==> src/rtl/pfc_pkg.sv <==
// Package: shared types of the one-cycle PFC duty controller.
// Assumes nothing beyond being compiled ahead of the modules that import it.
package pfc_pkg;

    // Divider sequencing state
    typedef enum logic {
        DIV_IDLE = 1'b0,
        DIV_RUN  = 1'b1
    } div_state_e;

    // Nominal admittance after reset and its conduction-warning threshold
    localparam int GIN_INIT_DEF = 600;
    localparam int WARN_TH_DEF  = 500;

endpackage

==> src/rtl/pfc_sample_hold.sv <==
// Module: pfc_sample_hold
// Holds the latest current and voltage samples on every smp_valid strobe.
// Provides clamped magnitudes for the divider and the raw voltage code for the loop.
// Assumes the samples are two's complement, with the sign in the top bit.
module pfc_sample_hold #(
    parameter int DATA_W = 8,
    localparam int MAG_W = DATA_W - 1
) (
    input  logic              clk,
    input  logic              rst_n,
    input  logic              smp_valid,
    input  logic [DATA_W-1:0] il_in,
    input  logic [DATA_W-1:0] vo_in,
    output logic [MAG_W-1:0]  il_mag,
    output logic [MAG_W-1:0]  vo_mag,
    output logic [DATA_W-1:0] vo_raw
);

    logic [DATA_W-1:0] il_hold;
    logic [DATA_W-1:0] vo_hold;

    // Capture both samples together on the strobe
    always_ff @(posedge clk) begin
        if (!rst_n) begin
            il_hold <= '0;
            vo_hold <= '0;
        end else if (smp_valid) begin
            il_hold <= il_in;
            vo_hold <= vo_in;
        end
    end

    // Negative codes count as zero magnitude
    always_comb begin
        il_mag = il_hold[DATA_W-1] ? '0 : il_hold[MAG_W-1:0];
        vo_mag = vo_hold[DATA_W-1] ? '0 : vo_hold[MAG_W-1:0];
        vo_raw = vo_hold;
    end

endmodule

==> src/rtl/pfc_seq_div.sv <==
// Module: pfc_seq_div
// Restoring divider that produces one quotient bit per clock.
// A start pulse loads the operands. done pulses NUM_W edges later, with quo valid.
// Assumes start does not recur while a division runs; a new start restarts it.
// A zero divisor gives an all-ones quotient.
module pfc_seq_div
    import pfc_pkg::*;
#(
    parameter int NUM_W = 25,
    parameter int DEN_W = 17,
    localparam int CNT_W = $clog2(NUM_W + 1)
) (
    input  logic             clk,
    input  logic             rst_n,
    input  logic             start,
    input  logic [NUM_W-1:0] num,
    input  logic [DEN_W-1:0] den,
    output logic [NUM_W-1:0] quo,
    output logic             done
);

    div_state_e       state;
    logic [CNT_W-1:0] bit_cnt;
    logic [NUM_W-1:0] q_sh;
    logic [DEN_W-1:0] rem;
    logic [DEN_W-1:0] den_r;
    logic [DEN_W:0]   trial;
    logic             fits;
    logic [DEN_W:0]   diff;

    // Shift the next dividend bit into the partial remainder and trial-subtract
    always_comb begin
        trial = {rem, q_sh[NUM_W-1]};
        fits  = (trial >= {1'b0, den_r});
        diff  = trial - {1'b0, den_r};
    end

    // Load on start, then one restoring step per edge
    always_ff @(posedge clk) begin
        if (!rst_n) begin
            state   <= DIV_IDLE;
            bit_cnt <= '0;
            q_sh    <= '0;
            rem     <= '0;
            den_r   <= '0;
            done    <= 1'b0;
        end else begin
            done <= 1'b0;
            if (start) begin
                state   <= DIV_RUN;
                bit_cnt <= CNT_W'(NUM_W);
                q_sh    <= num;
                rem     <= '0;
                den_r   <= den;
            end else if (state == DIV_RUN) begin
                rem     <= fits ? diff[DEN_W-1:0] : trial[DEN_W-1:0];
                q_sh    <= {q_sh[NUM_W-2:0], fits};
                bit_cnt <= bit_cnt - 1'b1;
                if (bit_cnt == CNT_W'(1)) begin
                    state <= DIV_IDLE;
                    done  <= 1'b1;
                end
            end
        end
    end

    assign quo = q_sh;

endmodule

==> src/rtl/pfc_volt_pi.sv <==
// Module: pfc_volt_pi
// Decimated proportional-integral voltage loop that produces the emulated admittance.
// Updates on every DECIM-th tick, using the held voltage code.
// The integrator and the output are both clamped to 0..2^GIN_W-1.
// Also raises a warning when the result drops below WARN_TH.
// Assumes tick is a single-cycle pulse per switching period.
module pfc_volt_pi
    import pfc_pkg::*;
#(
    parameter int DATA_W   = 8,
    parameter int GIN_W    = 10,
    parameter int DECIM    = 4,
    parameter int VREF     = 102,
    parameter int KP       = 4,
    parameter int KI       = 1,
    parameter int GIN_INIT = GIN_INIT_DEF,
    parameter int WARN_TH  = WARN_TH_DEF,
    localparam int ACC_W   = GIN_W + DATA_W + 8,
    localparam int DCW     = (DECIM > 1) ? $clog2(DECIM) : 1
) (
    input  logic              clk,
    input  logic              rst_n,
    input  logic              tick,
    input  logic [DATA_W-1:0] vo_raw,
    output logic [GIN_W-1:0]  gin,
    output logic              warn
);

    localparam logic signed [ACC_W-1:0] VREF_S = ACC_W'(VREF);
    localparam logic signed [ACC_W-1:0] KP_S   = ACC_W'(KP);
    localparam logic signed [ACC_W-1:0] KI_S   = ACC_W'(KI);
    localparam logic signed [ACC_W-1:0] GMAX_S = ACC_W'((1 << GIN_W) - 1);

    logic [DCW-1:0]          dec_cnt;
    logic                    upd;
    logic [GIN_W-1:0]        integ;
    logic signed [ACC_W-1:0] err;
    logic signed [ACC_W-1:0] i_sum;
    logic signed [ACC_W-1:0] g_sum;
    logic [GIN_W-1:0]        i_next;
    logic [GIN_W-1:0]        g_next;

    // Error, integrator step and proportional sum, each limited to the legal range
    always_comb begin
        err   = VREF_S - ACC_W'($signed(vo_raw));
        i_sum = $signed({{(ACC_W-GIN_W){1'b0}}, integ}) + err * KI_S;
        if (i_sum < 0)           i_next = '0;
        else if (i_sum > GMAX_S) i_next = GMAX_S[GIN_W-1:0];
        else                     i_next = i_sum[GIN_W-1:0];
        g_sum = $signed({{(ACC_W-GIN_W){1'b0}}, i_next}) + err * KP_S;
        if (g_sum < 0)           g_next = '0;
        else if (g_sum > GMAX_S) g_next = GMAX_S[GIN_W-1:0];
        else                     g_next = g_sum[GIN_W-1:0];
    end

    assign upd = tick && (dec_cnt == DCW'(DECIM - 1));

    // Count ticks and update the loop state on the decimated one
    always_ff @(posedge clk) begin
        if (!rst_n) begin
            dec_cnt <= '0;
            integ   <= GIN_W'(GIN_INIT);
            gin     <= GIN_W'(GIN_INIT);
            warn    <= (GIN_INIT < WARN_TH);
        end else if (tick) begin
            dec_cnt <= upd ? '0 : dec_cnt + 1'b1;
            if (upd) begin
                integ <= i_next;
                gin   <= g_next;
                warn  <= (g_next < GIN_W'(WARN_TH));
            end
        end
    end

endmodule

==> src/rtl/pfc_duty_ctrl.sv <==
// Module: pfc_duty_ctrl (top)
// One-cycle PFC duty controller.
// On each period_start it divides the scaled current by admittance times voltage,
// which gives the off-time fraction, then saturates and complements it into a duty command.
// Assumes period_start pulses are spaced longer than the divider latency (NUM_W + 2 cycles).
module pfc_duty_ctrl
    import pfc_pkg::*;
#(
    parameter int DATA_W   = 8,
    parameter int DUTY_W   = 10,
    parameter int GIN_W    = 10,
    parameter int K_SH     = 18,
    parameter int DECIM    = 4,
    parameter int VREF     = 102,
    parameter int KP       = 4,
    parameter int KI       = 1,
    parameter int GIN_INIT = GIN_INIT_DEF,
    parameter int WARN_TH  = WARN_TH_DEF,
    localparam int MAG_W   = DATA_W - 1,
    localparam int NUM_W   = MAG_W + K_SH,
    localparam int DEN_W   = GIN_W + MAG_W
) (
    input  logic              clk,
    input  logic              rst_n,
    input  logic              smp_valid,
    input  logic [DATA_W-1:0] il_smp,
    input  logic [DATA_W-1:0] vo_smp,
    input  logic              period_start,
    output logic [DUTY_W-1:0] duty_cmd,
    output logic              duty_vld,
    output logic [GIN_W-1:0]  gin,
    output logic              cond_warn
);

    localparam logic [DUTY_W-1:0] DUTY_MAX = '1;

    logic [MAG_W-1:0]  il_mag;
    logic [MAG_W-1:0]  vo_mag;
    logic [DATA_W-1:0] vo_raw;
    logic [NUM_W-1:0]  num;
    logic [DEN_W-1:0]  den;
    logic [NUM_W-1:0]  quo;
    logic              div_done;
    logic              q_over;
    logic [DUTY_W-1:0] q_low;
    logic [DUTY_W-1:0] duty_next;

    pfc_sample_hold #(.DATA_W(DATA_W)) u_hold (
        .clk       (clk),
        .rst_n     (rst_n),
        .smp_valid (smp_valid),
        .il_in     (il_smp),
        .vo_in     (vo_smp),
        .il_mag    (il_mag),
        .vo_mag    (vo_mag),
        .vo_raw    (vo_raw)
    );

    pfc_volt_pi #(
        .DATA_W   (DATA_W),
        .GIN_W    (GIN_W),
        .DECIM    (DECIM),
        .VREF     (VREF),
        .KP       (KP),
        .KI       (KI),
        .GIN_INIT (GIN_INIT),
        .WARN_TH  (WARN_TH)
    ) u_pi (
        .clk    (clk),
        .rst_n  (rst_n),
        .tick   (period_start),
        .vo_raw (vo_raw),
        .gin    (gin),
        .warn   (cond_warn)
    );

    // Operands: current scaled by 2^K_SH over admittance times voltage
    assign num = {il_mag, {K_SH{1'b0}}};
    assign den = DEN_W'(gin) * DEN_W'(vo_mag);

    pfc_seq_div #(.NUM_W(NUM_W), .DEN_W(DEN_W)) u_div (
        .clk   (clk),
        .rst_n (rst_n),
        .start (period_start),
        .num   (num),
        .den   (den),
        .quo   (quo),
        .done  (div_done)
    );

    // Overflow detection of the quotient, present only when it is wider than the duty
    generate
        if (NUM_W > DUTY_W) begin : g_wide
            assign q_over = |quo[NUM_W-1:DUTY_W];
            assign q_low  = quo[DUTY_W-1:0];
        end else begin : g_narrow
            assign q_over = 1'b0;
            assign q_low  = DUTY_W'(quo);
        end
    endgenerate

    // Saturate the off-time fraction and complement it into the on-time
    assign duty_next = DUTY_MAX - (q_over ? DUTY_MAX : q_low);

    // Register the new command with its strobe when the divider finishes
    always_ff @(posedge clk) begin
        if (!rst_n) begin
            duty_cmd <= '0;
            duty_vld <= 1'b0;
        end else begin
            duty_vld <= div_done;
            if (div_done) duty_cmd <= duty_next;
        end
    end

endmodule

==> config.mk <==
export PLATFORM = sky130hd
export DESIGN_NAME = pfc_duty_ctrl
export DESIGN_NICKNAME = d
export VERILOG_FILES = /design/src/rtl/pfc_pkg.sv /design/src/rtl/pfc_sample_hold.sv /design/src/rtl/pfc_seq_div.sv /design/src/rtl/pfc_volt_pi.sv /design/src/rtl/pfc_duty_ctrl.sv
export SDC_FILE = /design/constraint.sdc
export NUM_CORES = 1
export LEC_CHECK = 0
export ABC_CLOCK_PERIOD_IN_PS = 8800
export BUFFER_PORTS_ARGS = -buffer_cell sky130_fd_sc_hd__buf_4
export CAP_MARGIN = 20
export CORE_MARGIN = 3
export CORE_UTILIZATION = 50
export CTS_CLUSTER_SIZE = 8
export DETAILED_ROUTE_END_ITERATION = 16
export HOLD_SLACK_MARGIN = 0.05
export PLACE_DENSITY = 0.77
export SYNTH_ARGS = -nofsm -noshare
export SYNTH_HDL_FRONTEND = slang
export SYNTH_SLANG_ARGS = --single-unit
==> constraint.sdc <==
create_clock -name clk -period 8.8 [get_ports clk]
set_clock_uncertainty 0.15 [all_clocks]
set_input_delay 0.88 -clock clk [delete_from_list [all_inputs] [get_ports clk]]
set_output_delay 0.88 -clock clk [all_outputs]
set_load 0.005 [all_outputs]
Yosys cells after proc, flatten, opt, wreduce, memory -nomap -nowiden
Cells that the tools add are included. W data, S select, Z words.

Flip-flop bits (word level): 116. Input port bits: 20. Output and inout port bits: 22. Logic and storage cells: 57.

Add/sub/neg operators: 7. $mul: 1. Order comparisons: 6. Equality and inequality tests: 2. Mux-type cells: 17. Bitwise operators: 2. Reductions and logical operators: 6.

Operators by type and width (number): $gt A26 B11 Y1 const B (2); $lt A26 B1 Y1 const B (2); $mux W10 (5); $mux W25 (2); $ge A18 B17 Y1 (1); $mul A10 B7 Y17 (1); $mux W17 (1); $sub A17 B17 Y17 (1); $reduce_or A15 Y1 (1); $mux W7 (2); $add A11 B11 Y12 (1); $add A11 B9 Y12 (1); $lt A10 B9 Y1 const B (1); $mux W5 (2); $sub A10 B10 Y10 const A (1); $sub A8 B8 Y9 const A (1); $eq A5 B1 Y1 const B (1); $sub A5 B1 Y5 const B (1); $mux W1 (4); $reduce_or A3 Y1 (1); $add A2 B1 Y2 const B (1); $eq A2 B2 Y1 const B (1); $mux W2 (1); $not A1 Y1 (2); 4 further kinds (4).

Depth between registers and ports, before layout
Gate-level depths: netlist of the first run.

Word-level depth: 10. Gate-level depth with buffers: 23. Depth with buffers taken out: 23.

Cells and area by module
Synthesis of the first run repeated with hierarchy kept, for this count alone.

Cells, all modules: 1063. Area, all modules: 9153.8 µm².

Modules (own cells, without submodules): pfc_seq_div (times used 1, cells an instance 438, area each 3767.4 µm²); pfc_duty_ctrl (times used 1, cells an instance 311, area each 2703.8 µm²); pfc_volt_pi (times used 1, cells an instance 249, area each 1979.4 µm²); pfc_sample_hold (times used 1, cells an instance 65, area each 703.2 µm²).

Least setup slack after synthesis of the first run
No wires, ideal clock.

Path type: register -> register. Start point: register u_hold.vo_hold[0] (netlist: u_hold.vo_raw[0]). End point: register u_pi.gin[0]. Setup time: 76 ps. Arrival: 4758 ps. Data required time: 8574 ps. Setup slack: 3816 ps. Stages on the path, launching flop included: 24. Path buffers: 1. Path through: dfxtp_1 > ha_1 > a211o_1 > nand2_1 > xor2_1 > ha_1 > a21oi_1 > o21a_1 > o31ai_1 > a31oi_1 > a2111oi_4 > o21bai_2 > and2_1 > buf_4 > o21a_1 > fa_1 > a21o_1 > a21oi_1 > nand2b_1 > a21oi_1 > or3_1 > nand3_1 > a22oi_1 > o22ai_1.

Longest elaborated chain between the ends: 9. Elaborated cells between the ends (all ways): 11. Those cells by class: 3 x add/sub; 4 x order compare; 4 x mux.

Ends and longest elaborated chain: from (decl) (line pfc_sample_hold.sv:20) `logic [DATA_W-1:0] vo_hold;`; from (signal assigned) (line pfc_sample_hold.sv:29) `vo_hold <= vo_in;`; $sub A8 B8 Y9 (*) (line pfc_volt_pi.sv:45) `err = VREF_S - ACC_W'($signed(vo_raw));`; $add A11 B9 Y12 (*) (line pfc_volt_pi.sv:46) `i_sum = $signed({{(ACC_W-GIN_W){1'b0}}, integ}) + err * KI_S;`; $gt A26 B11 Y1 (line pfc_volt_pi.sv:48) `else if (i_sum > GMAX_S) i_next = GMAX_S[GIN_W-1:0];`; $mux W10 (line pfc_volt_pi.sv:48); $mux W10 (*) (line pfc_volt_pi.sv:47) `if (i_sum < 0) i_next = '0;`; via u_pi.i_next[3] (line pfc_volt_pi.sv:40) `logic [GIN_W-1:0] i_next;`; $add A11 B11 Y12 (*) (line pfc_volt_pi.sv:50) `g_sum = $signed({{(ACC_W-GIN_W){1'b0}}, i_next}) + err * KP_S;`; $gt A26 B11 Y1 (line pfc_volt_pi.sv:52) `else if (g_sum > GMAX_S) g_next = GMAX_S[GIN_W-1:0];`; $mux W10 (line pfc_volt_pi.sv:52); $mux W10 (*) (line pfc_volt_pi.sv:51) `if (g_sum < 0) g_next = '0;`; to (signal assigned) (line pfc_volt_pi.sv:63) `gin <= GIN_W'(GIN_INIT);`; to (signal assigned) (line pfc_volt_pi.sv:69) `gin <= g_next;`; to (decl) (line pfc_volt_pi.sv:25) `output logic [GIN_W-1:0] gin,`.

The timed path passes the listed nets; every way through them passes the cells marked *. A chain may end at the register's enable or synchronous reset.

Worst setup path in the final report of the first run
Start point: register u_hold.vo_hold[6] (netlist: u_hold.vo_raw[6]). End point: register u_pi.gin[9].

Same word-level chain as after synthesis.

==> reports/results.ini, run 1 <==
[sta]
fin_ws_ns=3.11
worst_pin_slew_ns=0.797
fin_tns_setup_ns=0
holdWs_ns=0.322
setup_viol=0
slew_violations=0
period_share_pct=64.7
clock.fmax_mhz=176
rsz0062_at_grt=false
slew_headroom_pct=46.8
hold_violations=0
min_period_ns=5.69

[clock_tree]
holdBufCountCts=0
cts_tree=yes
htree_levels=4
cts_setup_buffers=0
clkTransAtPathRegs_ns=0.06
clkSinkCount=116
cts_buffer_depth=2
cts-resized-gates=0
numCtsBuffers=17
root_buffer=clkbuf_16
worstSkewPairLatency_ns=0.42

[logic_synthesis]
yosysUniqueCellTypes=54
syn-cell-area_sq_um=8450
ys_async_sr_fraction_pct=0
synth_compound_area_share_pct=15.3
avgSynthCellArea_sq_um=8.32
synth_edf_count=0
yosys.area_share.adder_pct=21.5
synthSimpleGateAreaFrac_pct=19.5
synth_top_family_by_area=adder cells
synthMuxAreaShare_pct=6.07
ys_seq_elements=116
synth_area_leader_cell=dfxtp_1
synth_xor_area_share_pct=4.66
synth_common_cells=nor2_1, dfxtp_1, nand2_1
yosysMostFrequentCell=nor2_1
yosysSeqAreaShare_pct=27.5
ys_top_cells_by_area=dfxtp_1, ha_1, fa_1, mux2i_1, nor2_1
synthesis.nets=1155
synth.top_cell.area_share_pct=27.5
synth_warnings=0
synthFlopType=dfxtp_1
syn_inst=1015

[critical_path]
max_stage_delay_ns=0.63
cp.arrival_ns=5.85
crit_chain=nor2b_1 > nand3_2 > inv_1 > ha_1 > a21o_1 > a31oi_1 > o21ai_0 > o21bai_2 > and2_1 > o21a_1 > ha_1 > a21o_1 > a21oi_1 > o21ai_0 > a31oi_1 > o21a_1 > nor2_1 > a21o_1 > a21o_1
cp_slowest_cell=nor2b_1
cpMostUsedCell=a21o_1
path_class=flip-flop to flip-flop
cp_top_family=compound AO/OA/AOI/OAI gates
critPathBufInv=1
worst-path-max-fanout=11
cp-start-kind=flip-flop
cp-end-kind=flip-flop
cp.required_ns=8.96

[pwr]
swShare_pct=31.8
pwr-share-clk_pct=41.9
max-vdd-ir-drop_mv=0.186
power.leakage_nw=4.30
pwr_density_cell_nw_per_um2=187
seqPwrFrac_pct=31.9
switching_power_uw=566
finalPower_mw=1.78
pwr-share-comb_pct=26.2
p_int_mw=1.21

[grt]
antenna_found_initial=0
grt_pass1_vias=6998
grt_start_max_net_pins=53
grt.total_usage_pct=21.6
grt_overflow=0
grt_pass1_wl_microns=32800

[floorplan]
num_io_pins=42
dieArea_sq_um=18500
core.rowCount=46
fp.dieW_microns=136
fp.coreArea_sq_um=16200
initial_core_util_pct=52.1
die_h_microns=136

[final_layout]
nNetsFinal=1175
area_growth_pct=12.6
final_cells=1264
regArea_sq_um=2320
drive_above_1_share_pct=8.49
nFillCells=1459
diodes=0
multiInputGateArea_sq_um=5660

[placed_design]
gp_congestion=0.932
dp_hpwl_microns=13800
dp.cells=1232
port_buffers=41
place_ws_ns=3.19

[route]
postRouteAntennaNets=0
wirelength_microns=19000
vias=7108
wl_per_cell_microns=15.1
drc_errors=0
via_per_inst=5.62
first_iter_violations=392
dr.pass1.iters=7

[outcome]
status=completed

[hold_path]
hold_class=flip-flop to flip-flop

[job]
cap_violations=0

-- layout make-up --
cell class | instances | area share (%)
flip-flops and latches | 116 | 24.4
clock inverters | 14 | 2.09
multi-input cells | 778 | 59.5
well taps | 216 | 2.84
clock buffers | 18 | 4.51
repair buffers | 45 | 3.55
inverters | 77 | 3.04
-- cell families (layout without fill, tap and decap cells) --
kind of cell	count (synthesis)	after routing
AO/OA/AOI/OAI	199	199
AND/OR/NAND/NOR	363	363
XOR/XNOR	45	45
flip-flops	116	116
multiplexers	51	51
adder cells (fa/ha/maj)	120	120
buffers and inverters	121	154
-- power groups by stage --
stage	combinational [mW]	clock, mW	sequential [mW]
CTS	0.464	0.752	0.566
global placement	0.451	0	0.577
floorplan	0.376	0	0.569
global route	0.528	0.773	0.570
detailed placement	0.459	0	0.577
finish	0.467	0.745	0.566
-- routing by layer --
| layer | GRT usage [%] | up-vias | part of all wire (%) |
|---|---|---|---|
| met5 | 0 | - | 0 |
| met1 | 28.0 | 3393 | 46 |
| li1 | - | 3519 | - |
| met4 | 6.10 | 0 | 1.4 |
| met2 | 36.6 | 172 | 48 |
| met3 | 4.44 | 24 | 4.4 |
-- registers in the layout, indices dropped and copies added (netlist names), 5 cells and up --
register and flops:
u_hold.il_hold 8, u_div.bit_cnt 5, u_div.quo 25, u_pi.gin 10, u_div.rem 17, duty_cmd 10, u_pi.integ 10, u_div.den_r 17
u_hold.vo_raw 8
-- stage by stage --
step	cell area, sq um	util [%]
finish	9510	58.6
global route	9510	58.6
CTS	9510	58.6
detailed placement	8880	54.7
global placement	8880	54.7
floorplan	8450	-
-- worst min-delay path, delay by kind of cell, from the launching register on --
family | cells | cell delay [ns]
flops | 1 | 0.31
compound gates | 1 | 0.05
simple gates | 1 | 0.06
-- cell usage in the layout, fill, tap and decap left out, types with 30 or more instances in the layout --
cell,Yosys,layout
nand2_1,111,111
a21oi_1,61,61
mux2i_1,49,49
ha_1,78,78
buf_4,1,45
o21ai_0,40,40
nand3_1,30,30
fa_1,42,42
inv_1,74,74
dfxtp_1,116,115
nor2_1,124,124
-- path summary, 6_finish.rpt --
path                                 start  depth (start not counted)  slack [ns]                            to
min reg2reg   u_div.den_r[10]$_SDFFE_PN0P_                          2        0.32  u_div.den_r[10]$_SDFFE_PN0P_
min           u_div.den_r[10]$_SDFFE_PN0P_                          2        0.32  u_div.den_r[10]$_SDFFE_PN0P_
max          u_hold.vo_raw[6]$_SDFFE_PN0P_                         19        3.11      u_pi.gin[9]$_SDFFE_PN1P_
max reg2reg  u_hold.vo_raw[6]$_SDFFE_PN0P_                         19        3.11      u_pi.gin[9]$_SDFFE_PN1P_
(Power assumes the default switching activity.)
==> run 2, diff against run 1 <==
--- a/config.mk
+++ b/config.mk
@@ -5,7 +5,7 @@
 export SDC_FILE = /design/constraint.sdc
 export NUM_CORES = 1
 export LEC_CHECK = 0
-export ABC_CLOCK_PERIOD_IN_PS = 8800
+export ABC_CLOCK_PERIOD_IN_PS = 4800
 export BUFFER_PORTS_ARGS = -buffer_cell sky130_fd_sc_hd__buf_4
 export CAP_MARGIN = 20
 export CORE_MARGIN = 3
@@ -13,7 +13,7 @@
 export CTS_CLUSTER_SIZE = 8
 export DETAILED_ROUTE_END_ITERATION = 16
 export HOLD_SLACK_MARGIN = 0.05
-export PLACE_DENSITY = 0.77
+export PLACE_DENSITY = 0.8
 export SYNTH_ARGS = -nofsm -noshare
 export SYNTH_HDL_FRONTEND = slang
 export SYNTH_SLANG_ARGS = --single-unit
==> constraint.sdc (replaced) <==
create_clock -name clk -period 4.8 [get_ports clk]
set_clock_uncertainty 0.15 [all_clocks]
set_input_delay 0.48 -clock clk [delete_from_list [all_inputs] [get_ports clk]]
set_output_delay 0.48 -clock clk [all_outputs]
set_load 0.005 [all_outputs]
==> reports/results.ini, run 2 (same netlist as run 1, synthesis figures left out) <==
[outcome]
status=finished with violations  ; was completed
violations=negative setup slack

[clock_tree]
htree_levels=4  ; unchanged
numCtsBuffers=17  ; unchanged
root_buffer=clkbuf_16  ; unchanged
clkTransAtPathRegs_ns=0.06  ; about the same
holdBufCountCts=0  ; unchanged
cts_buffer_depth=2  ; unchanged
worstSkewPairLatency_ns=0.43  ; was 0.42 ns
clkSinkCount=116  ; unchanged
cts_tree=yes  ; unchanged

[floorplan]
fp.dieW_microns=136  ; unchanged
fp.coreArea_sq_um=16200  ; unchanged
dieArea_sq_um=18500  ; unchanged
initial_core_util_pct=52.1  ; unchanged
core.rowCount=46  ; unchanged
num_io_pins=42  ; unchanged
die_h_microns=136  ; unchanged

[job]
cap_violations=0  ; unchanged

[hold_path]
hold_end=u_hold.il_hold[2]$_SDFFE_PN0P_  ; was u_div.den_r[10]$_SDFFE_PN0P_
min_path_cells=3  ; was 2
hp-start=il_smp[2]  ; was u_div.den_r[10]$_SDFFE_PN0P_
hold_class=input port to flip-flop  ; was flip-flop to flip-flop

[sta]
rsz0062_at_grt=true  ; was false
period_share_pct=102  ; was 64.7%
worst_pin_slew_ns=0.897  ; was 0.797 ns
slew_violations=0  ; unchanged
slew_headroom_pct=40.0  ; was 46.8%
min_period_ns=4.89  ; was 5.69 ns
hold_violations=0  ; unchanged
setup_viol=11  ; was 0
fin_ws_ns=-0.0879  ; was 3.11 ns
clock.fmax_mhz=205  ; was 176 MHz
holdWs_ns=0.137  ; was 0.322 ns

[critical_path]
crit_chain=buf_4 > nand3_4 > xnor2_2 > ha_1 > a21o_1 > a2111oi_4 > o21ai_2 > a2111oi_4 > o21bai_4 > and2_4 > buf_6 > o21a_1 > ha_4 > buf_4 > a21oi_2 > o21ai_1 > a31oi_2 > o21a_1 > nor2_4 > a21o_1 > a21o_1  ; was nor2b_1 > nand3_2 > inv_1 > ha_1 > a21o_1 > a31oi_1 > o21ai_0 > o21bai_2 > and2_1 > o21a_1 > ha_1 > a21o_1 > a21oi_1 > o21ai_0 > a31oi_1 > o21a_1 > nor2_1 > a21o_1 > a21o_1
cp_slowest_cell=a2111oi_4  ; was nor2b_1
cp.required_ns=4.98  ; was 8.96 ns
cp-end-kind=flip-flop  ; unchanged
cpMostUsedCell=a21o_1  ; unchanged
r2r-end=u_pi.gin[9]$_SDFFE_PN1P_  ; unchanged
r2r_setup_slack_ns=-0.09  ; was 3.11 ns
cp.arrival_ns=5.07  ; was 5.85 ns
worst-path-max-fanout=6  ; was 11
r2r_start=u_hold.vo_raw[0]$_SDFFE_PN0P_  ; was u_hold.vo_raw[6]$_SDFFE_PN0P_
reg2reg_depth=21  ; was 19
path_class=flip-flop to flip-flop  ; unchanged
max_stage_delay_ns=0.43  ; was 0.63 ns
cp-start-kind=flip-flop  ; unchanged

[pwr]
max-vdd-ir-drop_mv=0.284  ; was 0.186 mV
finalPower_mw=3.35  ; was 1.78 mW
pwr_density_cell_nw_per_um2=319  ; was 187 nW/um^2
power.leakage_nw=4.73  ; was 4.30 nW

[grt]
grt.total_usage_pct=22.8  ; was 21.6%
grt_start_max_net_pins=42  ; was 53
grt_pass1_wl_microns=34300  ; was 32800 microns
grt_pass1_vias=7388  ; was 6998
antenna_found_initial=0  ; unchanged
grt_overflow=0  ; unchanged

[final_layout]
largest_reg_flops=25  ; unchanged
nNetsFinal=1254  ; was 1175
drive_above_1_share_pct=20.0  ; was 8.49%
final_cell_mix=nor2_1, buf_4, dfxtp_1  ; was nor2_1, dfxtp_1, nand2_1
area_growth_pct=24.3  ; was 12.6%
finalInstanceArea_sq_um=10500  ; was 9510 sq um
diodes=0  ; unchanged
final_common_cell=nor2_1  ; unchanged
final_cells=1343  ; was 1264

[route]
routedLengthMet1_microns=9360  ; was 8820 microns
highest_layer=met4  ; unchanged
wl_met2_microns=10900  ; was 9090 microns
first_iter_violations=515  ; was 392
wl_per_cell_microns=16.5  ; was 15.1 microns
wl_met3_microns=1050  ; was 845 microns
vias=7724  ; was 7108
dr.pass1.iters=6  ; was 7
drc_errors=0  ; unchanged
via_per_inst=5.75  ; was 5.62
postRouteAntennaNets=0  ; unchanged
wirelength_microns=22100  ; was 19000 microns

[placed_design]
place_ws_ns=-0.116  ; was 3.19 ns
gp_congestion=0.941  ; was 0.932
dp_hpwl_microns=14600  ; was 13800 microns
port_buffers=41  ; unchanged
post_dp_cell_area_sq_um=9410  ; was 8880 sq um
dp.cells=1297  ; was 1232

run 2: layer usage:
layer | up-vias | GRT usage [%]
met2 | 246 | 38.4
met4 | 0 | 9.24
li1 | 3676 | -
met3 | 66 | 4.37
met1 | 3736 | 28.7
met5 | - | 0
run 2: power by group:
| group | internal (mW) | total, mW | switching (mW) |
|---|---|---|---|
| Combinational | 0.473 | 1.06 | 0.590 |
| Sequential | 1.00 | 1.04 | 0.0392 |
| Clock | 0.727 | 1.25 | 0.524 |
run 2: worst max path at each step:
stage,from,to,cells after the start
after floorplan,u_hold.vo_raw[0]$_SDFFE_PN0P_,u_pi.gin[9]$_SDFFE_PN1P_,21
final,u_hold.vo_raw[0]$_SDFFE_PN0P_,u_pi.gin[9]$_SDFFE_PN1P_,21
after global routing,u_hold.vo_raw[0]$_SDFFE_PN0P_,u_pi.warn$_SDFFE_PN0P_,21
after CTS,u_hold.vo_raw[7]$_SDFFE_PN0P_,u_div.den_r[16]$_SDFFE_PN0P_,15
after detailed placement,u_hold.vo_raw[0]$_SDFFE_PN0P_,u_pi.gin[5]$_SDFFE_PN0P_,22
after global placement,u_hold.vo_raw[0]$_SDFFE_PN0P_,u_pi.gin[5]$_SDFFE_PN0P_,22
run 2: through the flow:
stage	utilization, %	setup TNS (ns)
after global placement	58.0	0
after floorplan	-	0
after global routing	64.7	-2.43
after detailed placement	58.0	-0.609
final	64.7	-0.505
after CTS	61.9	0
run 2: timing repair:
| item | 4_1_cts | 5_1_grt |
|---|---|---|
| setup endpoints to repair | 13 | 16 |
| gates resized for setup | 13 | 72 |
| pin swaps | 5 | 37 |
| buffers inserted | 2 | 12 |
| endpoints found under the hold margin | 0 | 0 |
run 2: cell type report:
type / count / area, sq um
multi-input cells: 778 / 6070
fillers: 1253 / 5730
flip-flops and latches: 116 / 2340
repair buffers: 124 / 953
clock buffers: 18 / 429
inverters: 77 / 289
well taps: 216 / 270
clock inverters: 14 / 145
run 2: critical path: cells and delay by family, from the launching register on:
family,cells,cell delay (ns)
simple gates,3,0.32
fa+ha+maj,2,0.53
buf+inv,3,0.39
flops,1,0.37
compound gates,12,2.76
xor+xnor,1,0.27
